--- src/rtl/dmf_pkg.sv ---
package dmf_pkg;
  localparam int unsigned DATA_W = 18;
  typedef enum logic {MODE_STD = 1'b0, MODE_FWFT = 1'b1} fifo_mode_e;
endpackage

--- src/rtl/dmf_mem.sv ---
module dmf_mem #(
  parameter int unsigned DW = 18,
  parameter int unsigned AW = 4
) (
  input  logic          clk_i,
  input  logic          we_i,
  input  logic [AW-1:0] waddr_i,
  input  logic [DW-1:0] wdata_i,
  input  logic [AW-1:0] raddr_i,
  output logic [DW-1:0] rdata_o
);
  localparam int unsigned DEPTH = 1 << AW;

  logic [DW-1:0] mem_q [DEPTH];

  always_ff @(posedge clk_i) begin
    if (we_i) mem_q[waddr_i] <= wdata_i;
  end

  assign rdata_o = mem_q[raddr_i];
endmodule

--- src/rtl/dmf_ctrl.sv ---
module dmf_ctrl
  import dmf_pkg::*;
#(
  parameter int unsigned DW = 18,
  parameter int unsigned AW = 4,
  localparam int unsigned CW = AW + 1
) (
  input  logic          clk_i,
  input  logic          rst_ni,
  input  logic          prs_ni,
  input  fifo_mode_e    mode_i,
  input  logic          wr_en_i,
  input  logic          rd_en_i,
  input  logic [DW-1:0] mem_rdata_i,
  output logic          we_o,
  output logic [AW-1:0] waddr_o,
  output logic [AW-1:0] raddr_o,
  output logic [DW-1:0] rdata_o,
  output logic [CW-1:0] count_o,
  output logic          out_valid_o
);
  localparam int unsigned DEPTH = 1 << AW;

  logic [AW-1:0] wptr_q, rptr_q;
  logic [CW-1:0] mcnt_q, total;
  logic          ov_q, fwft, full, wr_ok, rd_ok, pop;
  logic [DW-1:0] dout_q;

  assign fwft  = (mode_i == MODE_FWFT);
  assign total = mcnt_q + CW'(ov_q);
  assign full  = (total == CW'(DEPTH));
  assign wr_ok = wr_en_i & ~full;
  // fall-through: a read acknowledges the presented word
  assign rd_ok = fwft ? (rd_en_i & ov_q) : (rd_en_i & (mcnt_q != '0));
  // fall-through: refill the output stage whenever it is free or being consumed
  assign pop   = fwft ? ((mcnt_q != '0) & (~ov_q | rd_ok)) : rd_ok;

  always_ff @(posedge clk_i or negedge rst_ni) begin
    if (!rst_ni) begin
      wptr_q <= '0;
      rptr_q <= '0;
      mcnt_q <= '0;
      ov_q   <= 1'b0;
      dout_q <= '0;
    end else if (!prs_ni) begin
      wptr_q <= '0;
      rptr_q <= '0;
      mcnt_q <= '0;
      ov_q   <= 1'b0;
    end else begin
      if (wr_ok) wptr_q <= wptr_q + 1'b1;
      if (pop) begin
        rptr_q <= rptr_q + 1'b1;
        dout_q <= mem_rdata_i;
      end
      mcnt_q <= mcnt_q + CW'(wr_ok) - CW'(pop);
      ov_q   <= fwft & (pop | (ov_q & ~rd_ok));
    end
  end

  assign we_o        = wr_ok & prs_ni;
  assign waddr_o     = wptr_q;
  assign raddr_o     = rptr_q;
  assign rdata_o     = dout_q;
  assign count_o     = total;
  assign out_valid_o = ov_q;

  AST_NO_OVERFLOW: assert property (@(posedge clk_i) disable iff (!rst_ni)
    total <= CW'(DEPTH));
  AST_FULL_WR_DROPPED: assert property (@(posedge clk_i) disable iff (!rst_ni)
    prs_ni && wr_en_i && (total == CW'(DEPTH)) |=> $stable(wptr_q));
  AST_EMPTY_RD_DROPPED: assert property (@(posedge clk_i) disable iff (!rst_ni)
    prs_ni && !fwft && rd_en_i && (mcnt_q == '0) |=> $stable(rptr_q));
  AST_PRS_EMPTIES: assert property (@(posedge clk_i) disable iff (!rst_ni)
    !prs_ni |=> (mcnt_q == '0) && !ov_q);
  AST_RW_KEEPS_COUNT: assert property (@(posedge clk_i) disable iff (!rst_ni)
    prs_ni && !fwft && wr_en_i && rd_en_i && (mcnt_q != '0) && (total != CW'(DEPTH))
    |=> $stable(mcnt_q));
  AST_FWFT_LAST_READ: assert property (@(posedge clk_i) disable iff (!rst_ni)
    prs_ni && fwft && rd_en_i && ov_q && (mcnt_q == '0) |=> !ov_q);
endmodule

--- src/rtl/dmf_flags.sv ---
module dmf_flags
  import dmf_pkg::*;
#(
  parameter int unsigned AW = 4,
  localparam int unsigned CW = AW + 1
) (
  input  fifo_mode_e    mode_i,
  input  logic [CW-1:0] count_i,
  input  logic          out_valid_i,
  input  logic [CW-1:0] ae_ofs_i,
  input  logic [CW-1:0] af_ofs_i,
  output logic          ef_or_no,
  output logic          ff_ir_no,
  output logic          hf_no,
  output logic          pae_no,
  output logic          paf_no
);
  localparam int unsigned DEPTH = 1 << AW;
  localparam int unsigned HALF  = DEPTH / 2;

  logic          fwft;
  logic [CW-1:0] free;

  assign fwft = (mode_i == MODE_FWFT);
  assign free = CW'(DEPTH) - count_i;

  always_comb begin
    if (fwft) begin
      ef_or_no = ~out_valid_i;
      ff_ir_no = (count_i == CW'(DEPTH));
    end else begin
      ef_or_no = (count_i != '0);
      ff_ir_no = (count_i != CW'(DEPTH));
    end
    hf_no  = ~(count_i > CW'(HALF));
    pae_no = ~(count_i <= ae_ofs_i);
    paf_no = ~(free <= af_ofs_i);
  end
endmodule

--- src/rtl/dmf_fifo.sv ---
module dmf_fifo
  import dmf_pkg::*;
#(
  parameter int unsigned AW = 4,
  localparam int unsigned DW = DATA_W,
  localparam int unsigned CW = AW + 1
) (
  input  logic          clk_i,
  input  logic          rst_ni,
  input  logic          mode_fwft_i,
  input  logic          prs_ni,
  input  logic          wr_en_i,
  input  logic [DW-1:0] wdata_i,
  input  logic          rd_en_i,
  output logic [DW-1:0] rdata_o,
  input  logic [CW-1:0] ae_ofs_i,
  input  logic [CW-1:0] af_ofs_i,
  output logic          ef_or_no,
  output logic          ff_ir_no,
  output logic          hf_no,
  output logic          pae_no,
  output logic          paf_no
);
  fifo_mode_e    mode_q;
  logic          run_q;
  logic          we;
  logic [AW-1:0] waddr, raddr;
  logic [DW-1:0] mem_rdata;
  logic [CW-1:0] count;
  logic          out_valid;

  // mode is sampled by the clock while master reset is held
  always_ff @(posedge clk_i) begin
    if (!rst_ni) mode_q <= fifo_mode_e'(mode_fwft_i);
  end

  always_ff @(posedge clk_i or negedge rst_ni) begin
    if (!rst_ni) run_q <= 1'b0;
    else         run_q <= 1'b1;
  end

  dmf_mem #(.DW(DW), .AW(AW)) u_mem (
    .clk_i   (clk_i),
    .we_i    (we),
    .waddr_i (waddr),
    .wdata_i (wdata_i),
    .raddr_i (raddr),
    .rdata_o (mem_rdata)
  );

  dmf_ctrl #(.DW(DW), .AW(AW)) u_ctrl (
    .clk_i       (clk_i),
    .rst_ni      (rst_ni),
    .prs_ni      (prs_ni),
    .mode_i      (mode_q),
    .wr_en_i     (wr_en_i),
    .rd_en_i     (rd_en_i),
    .mem_rdata_i (mem_rdata),
    .we_o        (we),
    .waddr_o     (waddr),
    .raddr_o     (raddr),
    .rdata_o     (rdata_o),
    .count_o     (count),
    .out_valid_o (out_valid)
  );

  dmf_flags #(.AW(AW)) u_flags (
    .mode_i      (mode_q),
    .count_i     (count),
    .out_valid_i (out_valid),
    .ae_ofs_i    (ae_ofs_i),
    .af_ofs_i    (af_ofs_i),
    .ef_or_no    (ef_or_no),
    .ff_ir_no    (ff_ir_no),
    .hf_no       (hf_no),
    .pae_no      (pae_no),
    .paf_no      (paf_no)
  );

  AST_MODE_HELD: assert property (@(posedge clk_i) disable iff (!rst_ni)
    run_q |-> $stable(mode_q));
  AST_STD_NOT_EMPTY_AND_FULL: assert property (@(posedge clk_i) disable iff (!rst_ni)
    (mode_q == MODE_STD) |-> (ef_or_no || ff_ir_no));
  AST_FWFT_READY_HAS_WORD: assert property (@(posedge clk_i) disable iff (!rst_ni)
    (mode_q == MODE_FWFT) && !ef_or_no |-> !pae_no || (ae_ofs_i == '0) || (count != '0));
endmodule

--- config.mk ---
export PLATFORM = sky130hd
export DESIGN_NAME = dmf_fifo
export DESIGN_NICKNAME = d
export VERILOG_FILES = /design/src/rtl/dmf_pkg.sv /design/src/rtl/dmf_mem.sv /design/src/rtl/dmf_ctrl.sv /design/src/rtl/dmf_flags.sv /design/src/rtl/dmf_fifo.sv
export SDC_FILE = /design/constraint.sdc
export NUM_CORES = 1
export LEC_CHECK = 0
export BUFFER_PORTS_ARGS = -buffer_cell sky130_fd_sc_hd__buf_4
export CORE_MARGIN = 2
export CORE_UTILIZATION = 34
export DETAILED_ROUTE_END_ITERATION = 8
export SLEW_MARGIN = 15
export SYNTH_ARGS = -nofsm -noshare
export SYNTH_HDL_FRONTEND = slang
export SYNTH_SLANG_ARGS = --single-unit
--- constraint.sdc ---
create_clock -name clk_i -period 6.9 [get_ports clk_i]
set_clock_uncertainty 0.05 [all_clocks]
set_input_delay 0.69 -clock clk_i [delete_from_list [all_inputs] [get_ports clk_i]]
set_output_delay 0.69 -clock clk_i [all_outputs]
set_load 0.01 [all_outputs]
## Word level (Yosys, flattened, before mapping)

Memory sizes are Yosys's and may differ from the RTL's. A register that Yosys moved wholly into a read port is not among the register bits.
Cells that the tools add are included.

| cells by class | value |
|---|---|
| equality and inequality tests | 4 |
| magnitude comparators | 3 |
| add/subtract/negate cells | 6 |
| reduce and logical (&&, ||, !) cells | 4 |
| multiplexer cells | 12 |
| bitwise operators | 15 |

Operator list:

| cell | count |
|---|---|
| 4-bit 2-to-1 mux | 4 |
| 5-bit by 1-bit adder with 5-bit output | 2 |
| 5-bit <= comparator | 2 |
| 5-bit nonzero test | 2 |
| 4-bit by 1-bit adder with 4-bit output, second input constant | 2 |
| 1-bit AND | 7 |
| 1-bit 2-to-1 mux | 7 |
| 1-bit NOT | 6 |
| 5-bit == test, second input constant | 1 |
| 5-bit by 4-bit greater-than comparator with 1-bit output, second input constant | 1 |
| 5-bit 2-to-1 mux | 1 |
| 5-bit != test, second input constant | 1 |
| 5-bit by 1-bit subtractor with 5-bit output | 1 |
| 5-bit subtractor, first input constant | 1 |
| 2-bit by 1-bit != test with 1-bit output, second input constant | 2 |
| 1-bit OR | 2 |
| 2-bit AND reduction | 1 |
| 1-bit zero test | 1 |

| storage, ports and cells | value |
|---|---|
| memories | 1 |
| flip-flop bits (word level) | 15 |
| input port bits | 34 |
| word-level logic and storage cells | 50 |
| output and inout bits | 23 |
| RAM bits | 288 |

Memories:

| name | depth | width | rd ports | clocked after memory_dff | write ports | RTL line | RTL |
|---|---|---|---|---|---|---|---|
| u_mem.mem_q | 16 | 18 | 1 | 1 | 1 | dmf_mem.sv:14 | `logic [DW-1:0] mem_q [DEPTH];` |

## Logic depth before layout (Yosys ltp)

| logic depth | value |
|---|---|
| word-level depth | 9 |
| gate-level depth with buffers | 17 |
| mapped depth without buffers | 16 |

## Cells and area by module

A second synthesis with hierarchy kept.

| second synthesis, totals | value |
|---|---|
| cell total of the unflattened synthesis | 650 |
| area total of the unflattened synthesis | 13028.7 um^2 |

By module, submodules not included:

| module | seq. area each (um^2) | cells each | times used | area each (um^2) |
|---|---|---|---|---|
| dmf_mem | 8648.3 | 464 | 1 | 10963.0 |
| dmf_ctrl | 800.8 | 137 | 1 | 1687.9 |
| dmf_flags | 0.0 | 47 | 1 | 344.1 |
| dmf_fifo | 30.0 | 2 | 1 | 33.8 |

## Least setup slack after synthesis

OpenSTA, ideal clock, no wires.

| timing | value |
|---|---|
| path kind | reg-to-reg |
| from | register u_ctrl.ov_q (netlist: u_ctrl.out_valid_o) |
| to | memory u_mem.mem_q[0][0] (enable) |
| required time | 6.434 ns |
| stages on the path, launching flop included | 12 |
| setup time | 0.416 ns |
| path slack | 3.098 ns |
| arrival | 3.337 ns |
| period minus slack after synthesis | 3.802 ns |
| path buffers | 1 |
| path through | dfrtp_1 > ha_1 > ha_1 > xor2_1 > inv_1 > nand2_1 > nor2_1 > ha_1 > nor2b_1 > clkbuf_1 > nand3_1 > nor3_1 |

| between the ends | value |
|---|---|
| longest elaborated chain between the ends | 7 |

Ends and longest elaborated chain:

| what | RTL line | RTL |
|---|---|---|
| from (decl) | dmf_ctrl.sv:26 | `logic ov_q, fwft, full, wr_ok, rd_ok, pop;` |
| from (signal assigned) | dmf_ctrl.sv:57 | `ov_q <= fwft & (pop \| (ov_q & ~rd_ok));` |
| 5-bit by 1-bit adder with 5-bit output | dmf_ctrl.sv:30 | `assign total = mcnt_q + CW'(ov_q);` |
| 5-bit == test | dmf_ctrl.sv:31 | `assign full = (total == CW'(DEPTH));` |
| 1-bit NOT | dmf_ctrl.sv:32 | `assign wr_ok = wr_en_i & ~full;` |
| 1-bit AND | dmf_ctrl.sv:32 |  |
| 1-bit AND | dmf_ctrl.sv:61 | `assign we_o = wr_ok & prs_ni;` |
| 1-bit 2-to-1 mux | dmf_mem.sv:17 | `if (we_i) mem_q[waddr_i] <= wdata_i;` |
| 1-bit 2-to-1 mux (implied by the code) | dmf_mem.sv:17 |  |
| to (decl) | dmf_mem.sv:14 |  |

Every way passes these cells.

## Final worst setup path

| timing | value |
|---|---|
| from | register u_ctrl.ov_q (netlist: u_ctrl.out_valid_o) |
| to | memory u_mem.mem_q[7][4] (enable) |

The elaborated chain is that of the path after synthesis.

==> key figures <==
Run status
  – Outcome: complete, no violations

Clocking
  – Clock sinks: 321
  – Longest Clk Path Bufs: 3
  – CTS tree: built
  – Post-CTS Hold Buffers: 0
  – CTS buffer count: 34
  – Root Buffer: clkbuf_16
  – Clk_lat worst skew: 510 ps
  – Gates resized, CTS repair: 0
  – Post-CTS setup buffer count: 0
  – Worst-path clk slew: 60 ps
  – H-tree depth: 2

Logic synthesis
  – Unique masters post-synth: 36
  – Top FF cell, synth: edfxtp_1
  – Avg Inst Size Synth: 19.8 um^2
  – Async S/R FF share, synth: 9.97%
  – Flops & latches, synth: 321
  – Synth top area share: 67.7%
  – Post-Syn Instances: 646
  – Leading area contributor after synthesis: edfxtp_1
  – Post-synth EDFFs: 289
  – Synth Net Count: 709
  – Most area-consuming cells after synthesis: edfxtp_1 (68%), mux4_2 (13%), dfrtp_1 (6.2%), ha_1 (2.7%), o22ai_1 (1.8%)
  – Register area share after synthesis: 73.9%
  – Synth warnings: 0
  – Post-Syn Area: 0.0128 mm^2

Global routing
  – First-pass GRT wire length: 38.5 mm
  – Largest net degree at the start of global routing: 75
  – Antenna violations before repair: 0
  – Vias in the first global route: 6221
  – Gr ovfl total: 0
  – GRT Total Usage: 13.2%

Routing
  – Avg Vias per Cell: 4.88
  – DRC Markers: 0
  – DR WL/cell: 20.2 um
  – Initial DRC Count: 365
  – First-pass iteration count of the detailed router: 5
  – Via count: 6089
  – Routed wire length: 25.2 mm
  – Final ANT Viol Nets: 0

Setup path
  – WP data arrival: 4110 ps
  – CP startpoint kind: register
  – Kind of critical path: reg2reg
  – CP Capture Type: register
  – Required @ worst endpoint: 6960 ps
  – CP Max Fanout: 18
  – Reg2Reg Setup Slack: 2850 ps

Die
  – Core area: 0.0374 mm^2
  – Starting Density: 34.3%
  – Die W: 198 um
  – DIE AREA: 0.0393 mm^2
  – I/O Pins: 57
  – Die H: 198 um
  – # rows: 71

Finish
  – Nets: 778
  – # diodes: 0
  – Area grow syn2layout: 16.2%
  – Commonest non-fill, non-tap cell in the layout: edfxtp_1
  – Commonest non-fill, non-tap cells in the layout: edfxtp_1 (289), mux4_2 (72), buf_4 (63)
  – Layout cells sized above 1: 30.2%
  – Final Instance Area: 0.0149 mm^2

Place
  – Port Buffers: 56
  – Place WS: 2810 ps
  – Routability-driven placement congestion ratio: 0.738
  – Placed Instance Area: 0.0138 mm^2
  – Dpl hpwl: 16.2 mm

STA
  – Final Max Slew Viols: 0
  – Fmax: 247 MHz
  – Fin Setup TNS: 0 ps
  – Worst slew pin tran: 1110 ps
  – RSZ-0062 raised after global routing: false
  – Worst slew margin: 26.0%
  – Final setup viols: 0
  – Min cycle time layout: 4050 ps
  – Fin crit share: 58.7%
  – Worst setup margin: 2850 ps
  – Hold Fails Final Rpt: 0

Power
  – Total chip power: 5.24 mW
  – Maximum vdd ir drop: 162 uV
  – Leak: 4.87 nW
  – Pwr Density: 352 mW/mm^2

Run
  – Maxcap violations: 0

Min path
  – Worst Hold Class: in2async
-- sequential cells by signal, indices dropped and copies added, names as in the netlist --
name,count
mode_q,1
u_ctrl.mcnt_q,5
u_ctrl.out_valid_o,1
u_ctrl.raddr_o,4
u_ctrl.rdata_o,18
u_ctrl.waddr_o,4
u_mem.mem_q,288
-- path summary, 6_finish.rpt --
check,depth (start not counted),to,start
max in group asynchronous,1,u_ctrl.raddr_o[2]$_DFFE_PN0P_,rst_ni
worst max register to register,10,u_mem.mem_q[7][4]$_DFFE_PP_,u_ctrl.out_valid_o$_DFF_PN0_
worst max-delay path,10,u_mem.mem_q[7][4]$_DFFE_PP_,u_ctrl.out_valid_o$_DFF_PN0_
min in group clk_i,1,mode_q$_DFFE_PN_,mode_fwft_i
worst min register to register,2,u_ctrl.out_valid_o$_DFF_PN0_,u_ctrl.out_valid_o$_DFF_PN0_
worst min-delay path,1,u_ctrl.out_valid_o$_DFF_PN0_,rst_ni
-- cells in the mapped netlist, types with 2 or more instances --
cell,n
nand3_1,5
nor2b_1,3
inv_1,23
mux2_2,18
clkbuf_1,11
xor2_1,7
o21ai_1,2
nand2_1,9
nor2_1,28
buf_6,6
mux4_2,72
buf_2,12
nand4_1,3
a21oi_1,26
ha_1,28
dfrtp_1,32
nand2b_1,5
o22ai_1,37
nor3_1,5
edfxtp_1,289
xnor2_1,8
mux2i_1,3
-- cells by family (layout without fill, tap and decap cells) --
family                     after synthesis  in the layout  share of synthesized area (%)
DFF                                    321            321                           73.9
muxes                                   93             93                           14.5
AOI/OAI and AO/OA                       70             70                           3.27
and+or+nand+nor                         63             63                           2.32
buffers and inverters                   55            145                           2.11
adders and majority gates               29             29                           2.89
xor gates and xnor gates                15             15                           1.02
-- power by group --
group	internal (mW)	switching (mW)
Clock	1.06	0.694
Sequential	2.22	0.141
Combinational	0.586	0.536
-- area by class of cell --
type / count / area, um^2
fill: 3338 / 22500
clock inverter: 11 / 101
inverter: 25 / 93.8
sequential: 321 / 9490
multi-input combinational: 270 / 3120
tap: 511 / 639
timing repair buffer: 63 / 473
clock buffer: 46 / 980
-- critical path, stage by stage (launching register included) --
cell and delay (ps):
dfrtp_1 400, ha_1 220, ha_1 200, xor2_1 320, inv_1 70, nand2_1 90
nor2_1 60, ha_1 230, nor2b_1 720, nand3_1 370, nor2_2 910
-- layer usage --
| layer | track usage (%) | vias to the layer above | wire length (um) |
|---|---|---|---|
| met2 | 20.7 | 155 | 12100 |
| met5 | 0 | - | 0 |
| li1 | - | 2731 | - |
| met4 | 3.48 | 0 | 428 |
| met3 | 2.30 | 38 | 1360 |
| met1 | 19.0 | 3165 | 11300 |
-- per-stage QoR --
step | instances | hold WS [ps] | utilization [%]
after global placement | 1190 | 500 | 36.9
after global routing | 1247 | 118 | 39.8
after CTS | 1247 | 86.3 | 39.8
after floorplan | 646 | 344 | -
after detailed placement | 1190 | 509 | 36.9
final | 1247 | 93.2 | 39.8
Note: power is estimated with default switching activity, not from simulation.
